**src/rtl/bsm_pkg.sv**
```systemverilog
package bsm_pkg;

    // One serial token travelling with its control flags.
    typedef struct packed {
        logic bit_v;
        logic vld;
        logic first;
    } bsm_tok_t;

endpackage

```
**src/rtl/bsm_tok_chain.sv**
```systemverilog
module bsm_tok_chain
    import bsm_pkg::*;
#(
    parameter int WIDTH    = 8,
    parameter bit SYSTOLIC = 1'b0
) (
    input  logic     clk,
    input  logic     rst_n,
    input  bsm_tok_t tok_in,
    output bsm_tok_t taps_o [WIDTH]
);

    assign taps_o[WIDTH-1] = tok_in;

    for (genvar i = 0; i < WIDTH - 1; i++) begin : g_tap
        if (SYSTOLIC) begin : g_reg
            bsm_tok_t tok_q;
            always_ff @(posedge clk or negedge rst_n) begin
                if (!rst_n) begin
                    tok_q <= '0;
                end else begin
                    tok_q <= taps_o[i+1];
                end
            end
            assign taps_o[i] = tok_q;
        end else begin : g_wire
            assign taps_o[i] = tok_in;
        end
    end

endmodule

```
**src/rtl/bsm_cell.sv**
```systemverilog
module bsm_cell (
    input  logic clk,
    input  logic rst_n,
    input  logic en,
    input  logic first,
    input  logic xbit,
    input  logic a_bit,
    input  logic sum_in,
    output logic sum_q
);

    logic       carry_q;
    logic       pp;
    logic       fb_sum;
    logic       fb_carry;
    logic [1:0] total;

    assign pp       = a_bit & xbit;
    assign fb_sum   = first ? 1'b0 : sum_in;
    assign fb_carry = first ? 1'b0 : carry_q;
    assign total    = {1'b0, pp} + {1'b0, fb_sum} + {1'b0, fb_carry};

    always_ff @(posedge clk or negedge rst_n) begin
        if (!rst_n) begin
            sum_q   <= 1'b0;
            carry_q <= 1'b0;
        end else if (en) begin
            sum_q   <= total[0];
            carry_q <= total[1];
        end
    end

endmodule

```
**src/rtl/bsm_mult.sv**
```systemverilog
module bsm_mult
    import bsm_pkg::*;
#(
    parameter int WIDTH    = 8,
    parameter bit SYSTOLIC = 1'b0
) (
    input  logic             clk,
    input  logic             rst_n,
    input  logic             ld_en,
    input  logic [WIDTH-1:0] ld_mcand,
    input  logic             ser_vld,
    input  logic             ser_first,
    input  logic             ser_bit,
    output logic             prod_vld,
    output logic             prod_first,
    output logic             prod_bit
);

    logic [WIDTH-1:0] mcand_q;
    bsm_tok_t         tok_in;
    bsm_tok_t         taps [WIDTH];
    logic             sum_q  [WIDTH];
    logic             sum_in [WIDTH];

    always_ff @(posedge clk or negedge rst_n) begin
        if (!rst_n) begin
            mcand_q <= '0;
        end else if (ld_en) begin
            mcand_q <= ld_mcand;
        end
    end

    assign tok_in = '{bit_v: ser_bit, vld: ser_vld, first: ser_first};

    bsm_tok_chain #(
        .WIDTH    (WIDTH),
        .SYSTOLIC (SYSTOLIC)
    ) u_chain (
        .clk    (clk),
        .rst_n  (rst_n),
        .tok_in (tok_in),
        .taps_o (taps)
    );

    for (genvar i = 0; i < WIDTH; i++) begin : g_cell
        if (i == WIDTH - 1) begin : g_top
            assign sum_in[i] = 1'b0;
        end else if (SYSTOLIC) begin : g_fwd
            // Holds the upper cell's previous-token sum for one extra hop.
            logic sum_d;
            always_ff @(posedge clk or negedge rst_n) begin
                if (!rst_n) begin
                    sum_d <= 1'b0;
                end else if (taps[i+1].vld) begin
                    sum_d <= sum_q[i+1];
                end
            end
            assign sum_in[i] = sum_d;
        end else begin : g_direct
            assign sum_in[i] = sum_q[i+1];
        end

        bsm_cell u_cell (
            .clk    (clk),
            .rst_n  (rst_n),
            .en     (taps[i].vld),
            .first  (taps[i].first),
            .xbit   (taps[i].bit_v),
            .a_bit  (mcand_q[i]),
            .sum_in (sum_in[i]),
            .sum_q  (sum_q[i])
        );
    end

    always_ff @(posedge clk or negedge rst_n) begin
        if (!rst_n) begin
            prod_vld   <= 1'b0;
            prod_first <= 1'b0;
        end else begin
            prod_vld   <= taps[0].vld;
            prod_first <= taps[0].vld & taps[0].first;
        end
    end

    assign prod_bit = sum_q[0];

endmodule

```
**config.mk**
```make
export PLATFORM = sky130hd
export DESIGN_NAME = bsm_mult
export DESIGN_NICKNAME = d
export VERILOG_FILES = /design/src/rtl/bsm_pkg.sv /design/src/rtl/bsm_tok_chain.sv /design/src/rtl/bsm_cell.sv /design/src/rtl/bsm_mult.sv
export SDC_FILE = /design/constraint.sdc
export NUM_CORES = 1
export LEC_CHECK = 0
export BUFFER_PORTS_ARGS = -buffer_cell sky130_fd_sc_hd__buf_2
export CORE_ASPECT_RATIO = 0.9
export CORE_MARGIN = 5
export CORE_UTILIZATION = 30
export CTS_BUF_LIST = sky130_fd_sc_hd__clkbuf_8
export DETAILED_ROUTE_END_ITERATION = 12
export RECOVER_POWER = 25
export SLEW_MARGIN = 5
export SYNTH_ARGS = -nofsm -noshare
export SYNTH_HDL_FRONTEND = slang
export SYNTH_SLANG_ARGS = --single-unit
export TNS_END_PERCENT = 20
```
**constraint.sdc**
```tcl
create_clock -name clk -period 1.6 [get_ports clk]
set_input_delay 0.32 -clock clk [delete_from_list [all_inputs] [get_ports clk]]
set_output_delay 0.32 -clock clk [all_outputs]
set_load 0.005 [all_outputs]
```
==> key figures <==
Status
  • Status: completed

Critical path
  • Crit path DAT: 1580 ps
  • Critical-path cell list: and2b_1 > fa_1 > mux2_4
  • Max Fanout on Critical Path: 2
  • Critical Path Sink Type: flip-flop
  • Slowest stage delay, CP: 480 ps
  • CP Class: reg -> reg
  • Req. time, crit path: 1760 ps
  • Critical path's slowest cell: fa_1
  • Startpoint types: flip-flop

Die
  • Num rows: 22
  • Die height: 72.8 um
  • I/O Pins: 17
  • Initial Util: 31.6%
  • Die W: 79.7 um
  • Core area: 0.00416 mm2
  • Die area: 0.00580 mm2

Place
  • Placed Instance Area: 0.00143 mm2
  • Port Buffer Count: 16
  • DPL Wire Length: 1.49 mm
  • Routability cong.: 0.672
  • Inst Count DP: 158

Layout
  • Design Area, Final: 0.00147 mm2
  • Ant diodes: 0
  • Area grow syn2layout: 11.8%
  • FF+latch area: 651 um2
  • Commonest cells after routing, fill and taps aside: dfrtp_1, mux2_2, buf_2
  • Fraction of layout cells with a size suffix above 1: 42.6%
  • Commonest non-fill, non-tap cell in the layout: dfrtp_1
  • Filler cells: 412
  • Post-Layout Cell Count: 161
  • Fin nets: 125
  • Multi-input combinational cell area: 622 um2

Detailed routing
  • WL per Instance: 12.3 um
  • Number of vias per cell: 4.17
  • DRC viols: 0
  • Drt first-iter violations: 12
  • DR pass1 iterations: 2
  • Routed Antenna Nets: 0
  • Total number of vias: 671
  • Drt total wl: 1.98 mm

Global route
  • Largest net degree at the start of global routing: 27
  • Gr ovfl total: 0
  • Initial antenna violation count: 0
  • Vias in the first global route: 706
  • All-Layer GR Usage: 7.66%
  • First-pass GRT wire length: 3.47 mm

Yosys
  • Synth area leader: dfrtp_1
  • Post-synth top area share: 49.6%
  • Top post-synthesis cells by area: dfrtp_1, mux2_2, fa_1
  • Syn Nets: 108
  • Register area share after synthesis: 49.6%
  • Ys Warns: 0
  • Synth Register Bits: 26
  • Synth Cell Area: 0.00131 mm2
  • Post-Syn Instances: 86
  • Count of cell types in the netlist: 13
  • Synth Area per Inst: 15.3 um2

Run
  • Max Cap Viol: 0

Clock network
  • CTS tree: done
  • Cts bufs inserted: 3
  • Clk sinks: 26
  • Clock Root Buffer: clkbuf_8
  • Worst-Skew Late Latency: 270 ps
  • Post-CTS setup buffers: 0
  • CTS Hold Buffers Added: 0
  • Bufs on Longest Clock Path: 2
  • CTS clk-pin slew, worst paths: 90 ps
  • H-tree depth: 1
  • Post-CTS Resized: 0

STA
  • Final Setup Violations: 0
  • Hold slack final: 285 ps
  • Post-route setup TNS: 0 ps
  • Final hold vios: 0
  • Worst slew margin: 7.12%
  • Unrepaired setup endpoints after global routing: no
  • Worst slew pin tran: 1390 ps
  • Final Max Slew Viols: 0
  • Maximum clock frequency: 704 MHz
  • Period minus WS final: 1420 ps
  • Final period util: 88.8%
  • Clk_skew: 8.36 ps

Power
  • Leakage power: 0.735 nW
  • VDD IR max: 464 uV
  • Power Dens Cells: 971 mW/mm2

Hold path
  • Min-Delay Path Class: in -> reg
## flip-flops by register name (all words and copies together) (netlist names)
signal	cells
prod_first	1
g_cell.u_cell.sum_q	8
g_cell.u_cell.carry_q	8
mcand_q	8
prod_vld	1
## metrics by stage
stage          power, mW  setup slack (ps)  utilization (%)
2_1_floorplan       1.00              31.8                -
3_3_place_gp        1.06             -19.2             34.3
3_5_place_dp        1.08             -68.6             34.3
4_1_cts             1.45               166             35.3
5_1_grt             1.51              86.1             35.3
6_report            1.43               179             35.3
## synthesized netlist by cell type, drive strengths merged
library cell and n:
and2 9, and2b 11, buf 3, clkbuf 1, dfrtp 26, fa 7, ha 1, mux2 24
nor2b 4
## logic make-up (layout without fill, tap and decap cells)
logic type	Yosys count	after routing	synth area share, %
DFF	26	26	49.6
adders and majority gates	8	8	11.6
and+or+nand+nor	24	24	12.6
buffers and inverters	4	19	3.05
muxes	24	24	23.2
## critical path, delay by kind of cell (launching register included)
| kind | cells | cell delay, ps |
|---|---|---|
| adder cells (fa/ha/maj) | 1 | 480 |
| flip-flops | 1 | 390 |
| multiplexers | 1 | 260 |
| AND/OR/NAND/NOR | 1 | 180 |
## where the power goes
part           leakage (nW)  switching [mW]  internal (mW)  total (mW)
Clock                0.0216           0.195          0.169       0.363
Combinational         0.385           0.104          0.166       0.270
Sequential            0.329          0.0438          0.748       0.792
## metal layers
metal  wire length, um  global-route usage (%)  share of wire, %
met1               969                    10.4                49
met2               889                    11.2                45
met3               103                    2.72               5.2
met4                19                    2.86              0.96
met5                 0                       0                 0
## worst paths after layout
path	startpoint	endpoint	slack, ps	cells after the start
max	g_cell[1].u_cell.carry_q$_DFFE_PN0P_	g_cell[1].u_cell.sum_q$_DFFE_PN0P_	180	3
min reg2reg	g_cell[5].u_cell.carry_q$_DFFE_PN0P_	g_cell[5].u_cell.carry_q$_DFFE_PN0P_	500	1
min	ld_mcand[5]	mcand_q[5]$_DFFE_PN0P_	290	2
max reg2reg	g_cell[1].u_cell.carry_q$_DFFE_PN0P_	g_cell[1].u_cell.sum_q$_DFFE_PN0P_	180	3
min in group asynchronous	rst_n	g_cell[2].u_cell.carry_q$_DFFE_PN0P_	350	1
max in group asynchronous	rst_n	g_cell[5].u_cell.carry_q$_DFFE_PN0P_	430	1
## final cells by class
| cell class | count | share of cell area, % |
|---|---|---|
| flip-flops and latches | 26 | 44.3 |
| clock buffers | 3 | 2.81 |
| multi-input cells | 56 | 42.4 |
| repair buffers | 16 | 5.37 |
| well taps | 60 | 5.12 |
(Power assumes the default switching activity.)
